===== src/rtl/sock_pwr_pkg.sv =====
package sock_pwr_pkg;

  typedef enum logic [1:0] {
    RAIL_0V  = 2'b00,
    RAIL_3V3 = 2'b01,
    RAIL_5V  = 2'b10
  } rail_e;

  typedef struct packed {
    rail_e vcc;
    rail_e vpp;
  } rails_t;

  typedef enum logic [2:0] {
    ST_IDLE,
    ST_UP_OFF,
    ST_UP_FALL,
    ST_UP_VCC,
    ST_UP_RST,
    ST_UP_SETTLE,
    ST_DN_OFF,
    ST_DN_FALL
  } seq_state_e;

  // phase lengths
  localparam int unsigned OFF_HOLD_MS   = 20;
  localparam int unsigned UP_FALL_MS    = 400;
  localparam int unsigned VCC_SETTLE_MS = 420;
  localparam int unsigned POST_RST_MS   = 20;
  localparam int unsigned DN_FALL_MS    = 300;
  localparam int unsigned RST_HOLD_US   = 10;
  localparam int unsigned LONGEST_MS    = 420;

endpackage


===== src/rtl/sock_tick_timer.sv =====
module sock_tick_timer #(
  parameter int CW = 10
) (
  input  logic          clk_i,
  input  logic          rst_ni,
  input  logic          tick_i,
  input  logic          load_i,
  input  logic [CW-1:0] load_val_i,
  output logic          expire_o
);

  logic [CW-1:0] cnt_q, cnt_d;
  logic          cnt_en;

  always_comb begin
    cnt_en = load_i | (tick_i & (cnt_q != '0));
    cnt_d  = load_i ? load_val_i : (cnt_q - 1'b1);
  end

  always_ff @(posedge clk_i or negedge rst_ni) begin
    if (!rst_ni)     cnt_q <= '0;
    else if (cnt_en) cnt_q <= cnt_d;
  end

  assign expire_o = tick_i & (cnt_q == CW'(1));


  tick_gate_chk: assert property (@(posedge clk_i) disable iff (!rst_ni)
    (!tick_i && !load_i) |=> $stable(cnt_q));

endmodule


===== src/rtl/sock_seq_ctrl.sv =====
module sock_seq_ctrl
  import sock_pwr_pkg::*;
#(
  parameter int TICKS_PER_MS = 1000,
  parameter int CW           = 19
) (
  input  logic          clk_i,
  input  logic          rst_ni,
  input  logic          en_cmd_i,
  input  logic          dis_cmd_i,
  input  logic          expire_i,
  output logic          load_o,
  output logic [CW-1:0] load_val_o,
  output logic [1:0]    vcc_sel_o,
  output logic [1:0]    vpp_sel_o,
  output logic          card_rst_o,
  output logic          busy_o,
  output logic          done_o
);

  localparam int RST_RAW = (RST_HOLD_US * TICKS_PER_MS + 999) / 1000;
  localparam int RST_T   = (RST_RAW < 1) ? 1 : RST_RAW;
  localparam logic [CW-1:0] LD_OFF    = CW'(OFF_HOLD_MS * TICKS_PER_MS);
  localparam logic [CW-1:0] LD_UPFALL = CW'(UP_FALL_MS * TICKS_PER_MS);
  localparam logic [CW-1:0] LD_VCC    = CW'(VCC_SETTLE_MS * TICKS_PER_MS);
  localparam logic [CW-1:0] LD_RST    = CW'(RST_T);
  localparam logic [CW-1:0] LD_POST   = CW'(POST_RST_MS * TICKS_PER_MS);
  localparam logic [CW-1:0] LD_DNFALL = CW'(DN_FALL_MS * TICKS_PER_MS);

  seq_state_e state_q, state_d;
  rails_t     rails_q, rails_d;
  logic       rails_en;
  logic       crst_q, crst_d;
  logic       done_q, done_d, done_en;
  logic       in_down;

  assign in_down = (state_q == ST_DN_OFF) || (state_q == ST_DN_FALL);

  // next state
  always_comb begin
    state_d = state_q;
    unique case (state_q)
      ST_IDLE:      if (dis_cmd_i) state_d = ST_DN_OFF;
                    else if (en_cmd_i) state_d = ST_UP_OFF;
      ST_UP_OFF:    if (dis_cmd_i) state_d = ST_DN_OFF;
                    else if (expire_i) state_d = ST_UP_FALL;
      ST_UP_FALL:   if (dis_cmd_i) state_d = ST_DN_OFF;
                    else if (expire_i) state_d = ST_UP_VCC;
      ST_UP_VCC:    if (dis_cmd_i) state_d = ST_DN_OFF;
                    else if (expire_i) state_d = ST_UP_RST;
      ST_UP_RST:    if (dis_cmd_i) state_d = ST_DN_OFF;
                    else if (expire_i) state_d = ST_UP_SETTLE;
      ST_UP_SETTLE: if (dis_cmd_i) state_d = ST_DN_OFF;
                    else if (expire_i) state_d = ST_IDLE;
      ST_DN_OFF:    if (expire_i) state_d = ST_DN_FALL;
      ST_DN_FALL:   if (expire_i) state_d = ST_IDLE;
      default:      state_d = ST_IDLE;
    endcase
  end

  // phase count load on every entry to a timed phase
  always_comb begin
    load_o = (state_d != state_q) && (state_d != ST_IDLE);
    unique case (state_d)
      ST_UP_OFF, ST_DN_OFF: load_val_o = LD_OFF;
      ST_UP_FALL:           load_val_o = LD_UPFALL;
      ST_UP_VCC:            load_val_o = LD_VCC;
      ST_UP_RST:            load_val_o = LD_RST;
      ST_UP_SETTLE:         load_val_o = LD_POST;
      ST_DN_FALL:           load_val_o = LD_DNFALL;
      default:              load_val_o = '0;
    endcase
  end

  // rails are rewritten as one group; held otherwise (incl. idle)
  always_comb begin
    rails_en = 1'b0;
    rails_d  = rails_q;
    if (load_o && (state_d == ST_UP_OFF || state_d == ST_DN_OFF)) begin
      rails_en = 1'b1;
      rails_d  = '{vcc: RAIL_0V, vpp: RAIL_0V};
    end else if (load_o && state_d == ST_UP_VCC) begin
      rails_en = 1'b1;
      rails_d  = '{vcc: RAIL_5V, vpp: RAIL_0V};
    end
    crst_d  = (state_d == ST_UP_RST);
    done_en = (state_d != state_q) && ((state_d == ST_IDLE) || (state_q == ST_IDLE));
    done_d  = (state_d == ST_IDLE);
  end

  always_ff @(posedge clk_i or negedge rst_ni) begin
    if (!rst_ni) begin
      state_q <= ST_IDLE;
      rails_q <= '{vcc: RAIL_0V, vpp: RAIL_0V};
      crst_q  <= 1'b0;
      done_q  <= 1'b0;
    end else begin
      state_q <= state_d;
      crst_q  <= crst_d;
      if (rails_en) rails_q <= rails_d;
      if (done_en)  done_q  <= done_d;
    end
  end

  assign vcc_sel_o  = rails_q.vcc;
  assign vpp_sel_o  = rails_q.vpp;
  assign card_rst_o = crst_q;
  assign busy_o     = (state_q != ST_IDLE);
  assign done_o     = done_q;


  rail_legal_chk: assert property (@(posedge clk_i) disable iff (!rst_ni)
    (vpp_sel_o == RAIL_0V) && ((vcc_sel_o == RAIL_0V) || (vcc_sel_o == RAIL_5V)));


  rst_needs_vcc_chk: assert property (@(posedge clk_i) disable iff (!rst_ni)
    card_rst_o |-> (vcc_sel_o == RAIL_5V));


  start_chk: assert property (@(posedge clk_i) disable iff (!rst_ni)
    (en_cmd_i && !dis_cmd_i && !busy_o) |=> (busy_o && !done_o && vcc_sel_o == RAIL_0V));


  abort_chk: assert property (@(posedge clk_i) disable iff (!rst_ni)
    (dis_cmd_i && !in_down) |=> (state_q == ST_DN_OFF && vcc_sel_o == RAIL_0V && !card_rst_o));


  busy_ignore_chk: assert property (@(posedge clk_i) disable iff (!rst_ni)
    (en_cmd_i && in_down) |=> (state_q != ST_UP_OFF));


  done_busy_excl_chk: assert property (@(posedge clk_i) disable iff (!rst_ni)
    !(busy_o && done_o));

endmodule


===== src/rtl/sock_pwr_seq.sv =====
module sock_pwr_seq
  import sock_pwr_pkg::*;
#(
  parameter int TICKS_PER_MS = 1000
) (
  input  logic       clk_i,
  input  logic       rst_ni,
  input  logic       tick_i,
  input  logic       en_cmd_i,
  input  logic       dis_cmd_i,
  output logic [1:0] vcc_sel_o,
  output logic [1:0] vpp_sel_o,
  output logic       card_rst_o,
  output logic       busy_o,
  output logic       done_o
);

  localparam int MAX_TICKS = LONGEST_MS * TICKS_PER_MS;
  localparam int CW        = $clog2(MAX_TICKS + 1);

  logic [1:0]    rst_sync_q;
  logic          rst_n_int;
  logic          load;
  logic [CW-1:0] load_val;
  logic          expire;

  always_ff @(posedge clk_i or negedge rst_ni) begin
    if (!rst_ni) rst_sync_q <= 2'b00;
    else         rst_sync_q <= {rst_sync_q[0], 1'b1};
  end
  assign rst_n_int = rst_sync_q[1];

  sock_tick_timer #(.CW(CW)) timer_i (
    .clk_i      (clk_i),
    .rst_ni     (rst_n_int),
    .tick_i     (tick_i),
    .load_i     (load),
    .load_val_i (load_val),
    .expire_o   (expire)
  );

  sock_seq_ctrl #(.TICKS_PER_MS(TICKS_PER_MS), .CW(CW)) ctrl_i (
    .clk_i      (clk_i),
    .rst_ni     (rst_n_int),
    .en_cmd_i   (en_cmd_i),
    .dis_cmd_i  (dis_cmd_i),
    .expire_i   (expire),
    .load_o     (load),
    .load_val_o (load_val),
    .vcc_sel_o  (vcc_sel_o),
    .vpp_sel_o  (vpp_sel_o),
    .card_rst_o (card_rst_o),
    .busy_o     (busy_o),
    .done_o     (done_o)
  );

endmodule


===== config.mk =====
export PLATFORM = sky130hd
export DESIGN_NAME = sock_pwr_seq
export DESIGN_NICKNAME = d
export VERILOG_FILES = /design/src/rtl/sock_pwr_pkg.sv /design/src/rtl/sock_tick_timer.sv /design/src/rtl/sock_seq_ctrl.sv /design/src/rtl/sock_pwr_seq.sv
export SDC_FILE = /design/constraint.sdc
export NUM_CORES = 1
export LEC_CHECK = 0
export BUFFER_PORTS_ARGS = -buffer_cell sky130_fd_sc_hd__clkbuf_2
export CAP_MARGIN = 20
export CORE_MARGIN = 1
export CORE_UTILIZATION = 55
export DETAILED_ROUTE_END_ITERATION = 6
export HOLD_SLACK_MARGIN = 0.05
export PLACE_DENSITY = 0.73
export SLEW_MARGIN = 0
export SYNTH_ARGS = -nofsm -noshare
export SYNTH_HDL_FRONTEND = slang
export SYNTH_SLANG_ARGS = --single-unit

===== constraint.sdc =====
create_clock -name clk_i -period 3.8 [get_ports clk_i]
set_input_delay 0.76 -clock clk_i [delete_from_list [all_inputs] [get_ports clk_i]]
set_output_delay 0.76 -clock clk_i [all_outputs]
set_load 0.1 [all_outputs]

==> results_dict.tcl, run 1 <==
set metrics [dict create \
    rsz0062_at_grt "false" \
    portBuffers 8 \
    dp_slack_ns 1.10 \
    clock-sinks 27 \
    max_freq_ghz 0.392 \
    ys_types 55 \
    slew_headroom 0.468 \
    synth_seq_cells 27 \
    status "complete, no violations" \
    numCtsBuffers 3 \
    clk_latency_ns 0.34 \
    maxCapViolCount 0 \
    nFillCells 304 \
    min_period_ns 2.55 \
    hold_viol 0 \
    layout_setup_ws_ns 1.25 \
    num_vias 1748 \
    grt_pass1_vias 1561 \
    crit_path_start_kind "flip-flop" \
    vdd_drop_max_uv 299 \
    nets 232 \
    grt_max_degree 26 \
    cts_tree "built" \
    fp.dieH_um 60.4 \
    path_class "flip-flop to flip-flop" \
    cts_setup_buffers 0 \
    clk_path_buf_depth 2 \
    power.leakage_nw 0.806 \
    synth_edf_count 0 \
    finalSetupTns_ns 0 \
    cp_max_fo 15 \
    routedWlPerCell_um 16.9 \
    diodes 0 \
    cp-end-kind "flip-flop" \
    grt_pass1_wl_mm 7.25 \
    postCtsHoldBufs 0 \
    post_cts_resized 0 \
    ios 12 \
    period_share 0.671 \
    core_area_um2 3150 \
    drc 0 \
    cts_root_buf "clkbuf_4" \
    cp.required_ns 4.05 \
    cellPowerDensity_nw_per_um2 486 \
    drive_above_1_share 0.117 \
    routabilityCongestion 0.905 \
    synth_area_um2 1880 \
    yosys_warnings 0 \
    fin_worst_skew_ns 0.0100 \
    setup_viol_count_final 0 \
    drtPass1Iterations 4 \
    avgSynthCellArea_um2 8.49 \
    via_per_inst 6.55 \
    synth_seq_area_share 0.360 \
    synthFlopType "dfrtp_1" \
    grt_usage 0.268 \
    overflow 0 \
    hpwl_mm 3.26 \
    dieWidth_um 60.4 \
    wl_mm 4.51 \
    ant_nets 0 \
    syn_inst 221 \
    row_count 20 \
    htreeDepth 1 \
    drtIter0Drc 178 \
    worstHoldPathType "input port to asynchronous set/reset pin" \
    power_uw 957 \
    slew_violations 0 \
    initial_core_util 0.595 \
    syn_to_final_growth_pct 4.94 \
    worst_slew_pin_slew_ns 0.793 \
    fp.dieArea_um2 3650 \
    antenna_found_initial 0 \
    cp.arrival_ns 2.80 \
    path_clk_slew_ns 0.16 \
    async_flop_share 1.00 \
]
-- stage by stage --
step | instance area [µm²] | hold slack (ns) | util | std cells
3_5_place_dp | 1910 | 0.356 | 0.606 | 262
4_1_cts | 1940 | 0.156 | 0.615 | 266
3_3_place_gp | 1910 | 0.342 | 0.606 | 262
2_1_floorplan | 1880 | 0.321 | - | 223
6_report | 1970 | 0.166 | 0.624 | 267
5_1_grt | 1970 | 0.139 | 0.624 | 267
-- cell families after synthesis --
family,Yosys count,share of synthesized area
AND/OR/NAND/NOR,94,0.273
AO/OA/AOI/OAI,65,0.241
XOR/XNOR,7,0.0327
multiplexers,3,0.0173
other,2,0.00400
adder cells (fa/ha/maj),3,0.0200
flip-flops,27,0.360
buffers and inverters,20,0.0520
-- flip-flops by register name, indices dropped and copies added (netlist names) --
| signal | flops |
|---|---|
| ctrl_i.card_rst_o | 1 |
| ctrl_i.state_q | 3 |
| ctrl_i.vcc_sel_o | 1 |
| rst_sync_q | 2 |
| timer_i.cnt_q | 19 |
| ctrl_i.done_o | 1 |
-- cell usage in the layout, fill, tap and decap left out, drive strengths merged, types with 4 or more instances in the layout --
master	count
o22a	5
dfrtp	27
xor2	5
or3	5
inv	6
nor3	11
nor2	21
a22oi	7
clkbuf	11
o21ai	12
nand2	19
a31oi	8
or2	4
nand2b	4
conb	4
nand3	10
nor4	5
a2bb2oi	4
a21oi	8
-- metal layers --
layer  vias up  global-route usage  wire length [µm]  part of all wire
li1        821                   -                 -                 -
met1       854               0.377              2100              0.46
met4         0              0.0930                72             0.016
met2        65               0.424              2110              0.47
met5         -                   0                 0                 0
met3         8              0.0341               232             0.051
-- final timing paths --
path                                   start                end  slack, ns  cells past startpoint
min in group clk_i             rst_sync_q[0]      rst_sync_q[1]       0.38                      0
min                                   rst_ni      rst_sync_q[0]       0.17                      1
max                        timer_i.cnt_q[11]   timer_i.cnt_q[1]       1.25                      6
min reg2reg                    rst_sync_q[1]   timer_i.cnt_q[5]       0.23                      0
max in group asynchronous      rst_sync_q[1]  timer_i.cnt_q[18]       3.11                      1
max reg2reg                timer_i.cnt_q[11]   timer_i.cnt_q[1]       1.25                      6
-- worst max-delay path: stages, from the launching register on --
cell	delay, ns
dfrtp_1	0.48
nor4_4	0.47
and4_1	0.32
nand3_1	0.17
o21ai_2	0.57
nor2_1	0.16
mux2_2	0.30
-- power by group --
group | leakage, nW | internal, mW | switching (mW)
combinational | 0.457 | 0.146 | 0.209
clock | 0.0139 | 0.0403 | 0.0932
sequential | 0.335 | 0.359 | 0.109
-- area by class of cell --
cell class	instances	area, µm²	share of cell area
Inverter	6	22.5	0.0114
Tap cell	44	55.1	0.0280
Timing Repair Buffer	10	75.1	0.0381
Clock buffer	3	22.5	0.0114
Sequential cell	27	676	0.343
Multi-Input combinational cell	176	1110	0.564
Clock inverter	1	7.51	0.00381
-- cell usage after synthesis (2+ instances only) --
cell type | count | area share
nand3_1 | 10 | 0.027
a21o_1 | 2 | 0.0080
clkbuf_1 | 6 | 0.012
xnor2_1 | 2 | 0.0093
o21a_1 | 2 | 0.0080
or2_2 | 4 | 0.013
a2bb2oi_1 | 4 | 0.019
inv_1 | 6 | 0.012
a21oi_1 | 8 | 0.021
conb_1 | 2 | 0.0040
nand2b_1 | 4 | 0.013
nor3_2 | 2 | 0.011
dfrtp_1 | 27 | 0.36
or3_1 | 5 | 0.017
nor2b_1 | 3 | 0.010
and2_1 | 2 | 0.0067
buf_2 | 3 | 0.0080
mux2_2 | 2 | 0.012
a22oi_1 | 7 | 0.028
ha_1 | 3 | 0.020
o21ai_0 | 11 | 0.029
a21boi_0 | 2 | 0.0080
nand4_1 | 2 | 0.0067
a31oi_1 | 8 | 0.027
buf_4 | 3 | 0.012
xor2_1 | 5 | 0.023
nand4b_1 | 2 | 0.0093
o31ai_1 | 3 | 0.012
nand2_1 | 19 | 0.038
nor3_1 | 9 | 0.024
o31a_1 | 2 | 0.0093
o22a_1 | 5 | 0.023
nor2_1 | 21 | 0.042
nor4_1 | 3 | 0.010
o21bai_1 | 2 | 0.0080
Note: power is estimated with default switching activity, not from simulation.
==> run 2: changes to the inputs <==
CORE_UTILIZATION = 54   (was 55)
PLACE_DENSITY = 0.75   (was 0.73)
clock period = 2.2 ns   (was 3.8 ns; I/O delays follow)
==> run 2 against run 1 <==
  * Cell count rose by 11%
  * First-iteration DRC count fell by 48%
  * Clock power rose by 62%
  * Highest routed layer unchanged
  * Fmax rose by 20%
  * Clock skew fell by 0.00052 ns
  * Combinational power rose by 110%
  * Via count rose by 2.5%
  * Non-clock buffer count rose by 27
  * Largest power group unchanged
  * Sequential power rose by 69%
  * Die area rose by 1.8%
==> results_dict.tcl, run 2 (same netlist as run 1, synthesis figures left out) <==
set metrics [dict create \
    cts_tree "built" \
    via_per_inst 6.05 \
    clock-sinks 27 \
    largest-register "timer_i.cnt_q" \
    crit_path_start_kind "flip-flop" \
    drive_above_1_share 0.240 \
    dieWidth_um 60.9 \
    ios 12 \
    initial_core_util 0.562 \
    slew_violations 0 \
    htreeDepth 1 \
    slew_headroom 0.639 \
    wl_mm 4.58 \
    cts_root_buf "clkbuf_4" \
    row_count 21 \
    drc 0 \
    startpoint "timer_i.cnt_q[8]" \
    grt_pass1_wl_mm 7.29 \
    drtPass1Iterations 4 \
    portBuffers 8 \
    final_common_cell "buf_4" \
    num_vias 1791 \
    fp.dieArea_um2 3710 \
    dp_slack_ns 0.0290 \
    period_share 0.964 \
    clk_path_buf_depth 2 \
    min_period_ns 2.12 \
    r2r_end "timer_i.cnt_q[5]" \
    cp_max_fo 7 \
    overflow 0 \
    path_clk_slew_ns 0.15 \
    vdd_drop_max_uv 522 \
    drtIter0Drc 93 \
    diodes 0 \
    grt_usage 0.262 \
    layout_setup_ws_ns 0.0788 \
    hpwl_mm 3.51 \
    antenna_found_initial 0 \
    worst_slew_pin_slew_ns 0.544 \
    top_regs "timer_i.cnt_q x19, ctrl_i.state_q x3, rst_sync_q x2" \
    fin_worst_skew_ns 0.00950 \
    grt_max_degree 26 \
    cellPowerDensity_nw_per_um2 789 \
    power_mw 1.74 \
    r2r-start "timer_i.cnt_q[8]" \
    hold_viol 0 \
    grt_pass1_vias 1600 \
    routabilityCongestion 0.953 \
    ant_nets 0 \
    fp.dieH_um 60.9 \
    setup_viol_count_final 0 \
    largest_reg_flops 19 \
    routedWlPerCell_um 15.5 \
    nets 259 \
    worstHoldPathType "flip-flop to asynchronous set/reset pin" \
    max_freq_ghz 0.471 \
    finalSetupTns_ns 0 \
    reg2reg_depth 8 \
    cp.required_ns 2.41 \
    mostFrequentLayoutCells "buf_4 (26), dfrtp_1 (25), nor2_1 (21), nand2_1 (17), o21ai_0 (11)" \
    rrSetupSlack_ns 0.08 \
    maxCapViolCount 0 \
    clk_latency_ns 0.33 \
    cp.arrival_ns 2.33 \
    cp-end-kind "flip-flop" \
    path_class "flip-flop to flip-flop" \
    rsz0062_at_grt "false" \
    numCtsBuffers 3 \
    core_area_um2 3340 \
    syn_to_final_growth_pct 17.7 \
    status "complete, no violations" \
    power.leakage_nw 0.938 \
]
run 2: how the worst max path moves through the flow:
| stage | end | slack, ns | depth (start not counted) |
|---|---|---|---|
| floorplan | busy_o | 0.13 | 3 |
| global placement | timer_i.cnt_q[5] | 0.03 | 7 |
| detailed placement | timer_i.cnt_q[5] | 0.03 | 7 |
| CTS | timer_i.cnt_q[7] | 0.005 | 6 |
| global route | timer_i.cnt_q[7] | 0.002 | 8 |
| finish | timer_i.cnt_q[5] | 0.08 | 8 |
run 2: report_power, final:
part | switching [mW] | internal, mW | leakage (nW)
combinational | 0.406 | 0.329 | 0.591
clock | 0.146 | 0.0711 | 0.0150
sequential | 0.170 | 0.622 | 0.332
run 2: metal layers:
| metal | wire length [µm] | GRT usage | vias up |
|---|---|---|---|
| li1 | - | - | 870 |
| met1 | 2120 | 0.384 | 870 |
| met2 | 2250 | 0.410 | 47 |
| met3 | 174 | 0.0235 | 4 |
| met4 | 32 | 0.0812 | 0 |
| met5 | 0 | 0 | - |
run 2: final cells by class:
type,count,area [µm²]
Clock buffer,4,26.3
Fill cell,291,1130
Inverter,6,22.5
Multi-Input combinational cell,176,1150
Sequential cell,27,678
Tap cell,46,57.6
Timing Repair Buffer,37,270
run 2: worst max-delay path: stages, from the launching register on:
cell	delay, ns
dfrtp_2	0.48
nor4_4	0.36
buf_4	0.18
nand3_1	0.09
o31a_1	0.37
buf_6	0.16
nand3_1	0.09
xor2_1	0.17
o21ai_0	0.11
run 2: what timing repair did:
action | in CTS | in global routing
endpoints found under the setup margin | 2 | 14
hold endpoints to repair | 2 | 0
resized for setup | 2 | 13
hold buffers | 1 | 0
pin swaps | 0 | 5
buffers inserted | 0 | 2
run 2: metrics by stage:
step | hold WS [ns] | cells | util | instance area [µm²]
3_3_place_gp | 0.225 | 289 | 0.630 | 2100
5_1_grt | 0.280 | 296 | 0.662 | 2210
3_5_place_dp | 0.231 | 289 | 0.630 | 2100
2_1_floorplan | 0.144 | 223 | - | 1880
4_1_cts | 0.248 | 294 | 0.642 | 2140
6_report | 0.235 | 296 | 0.662 | 2210
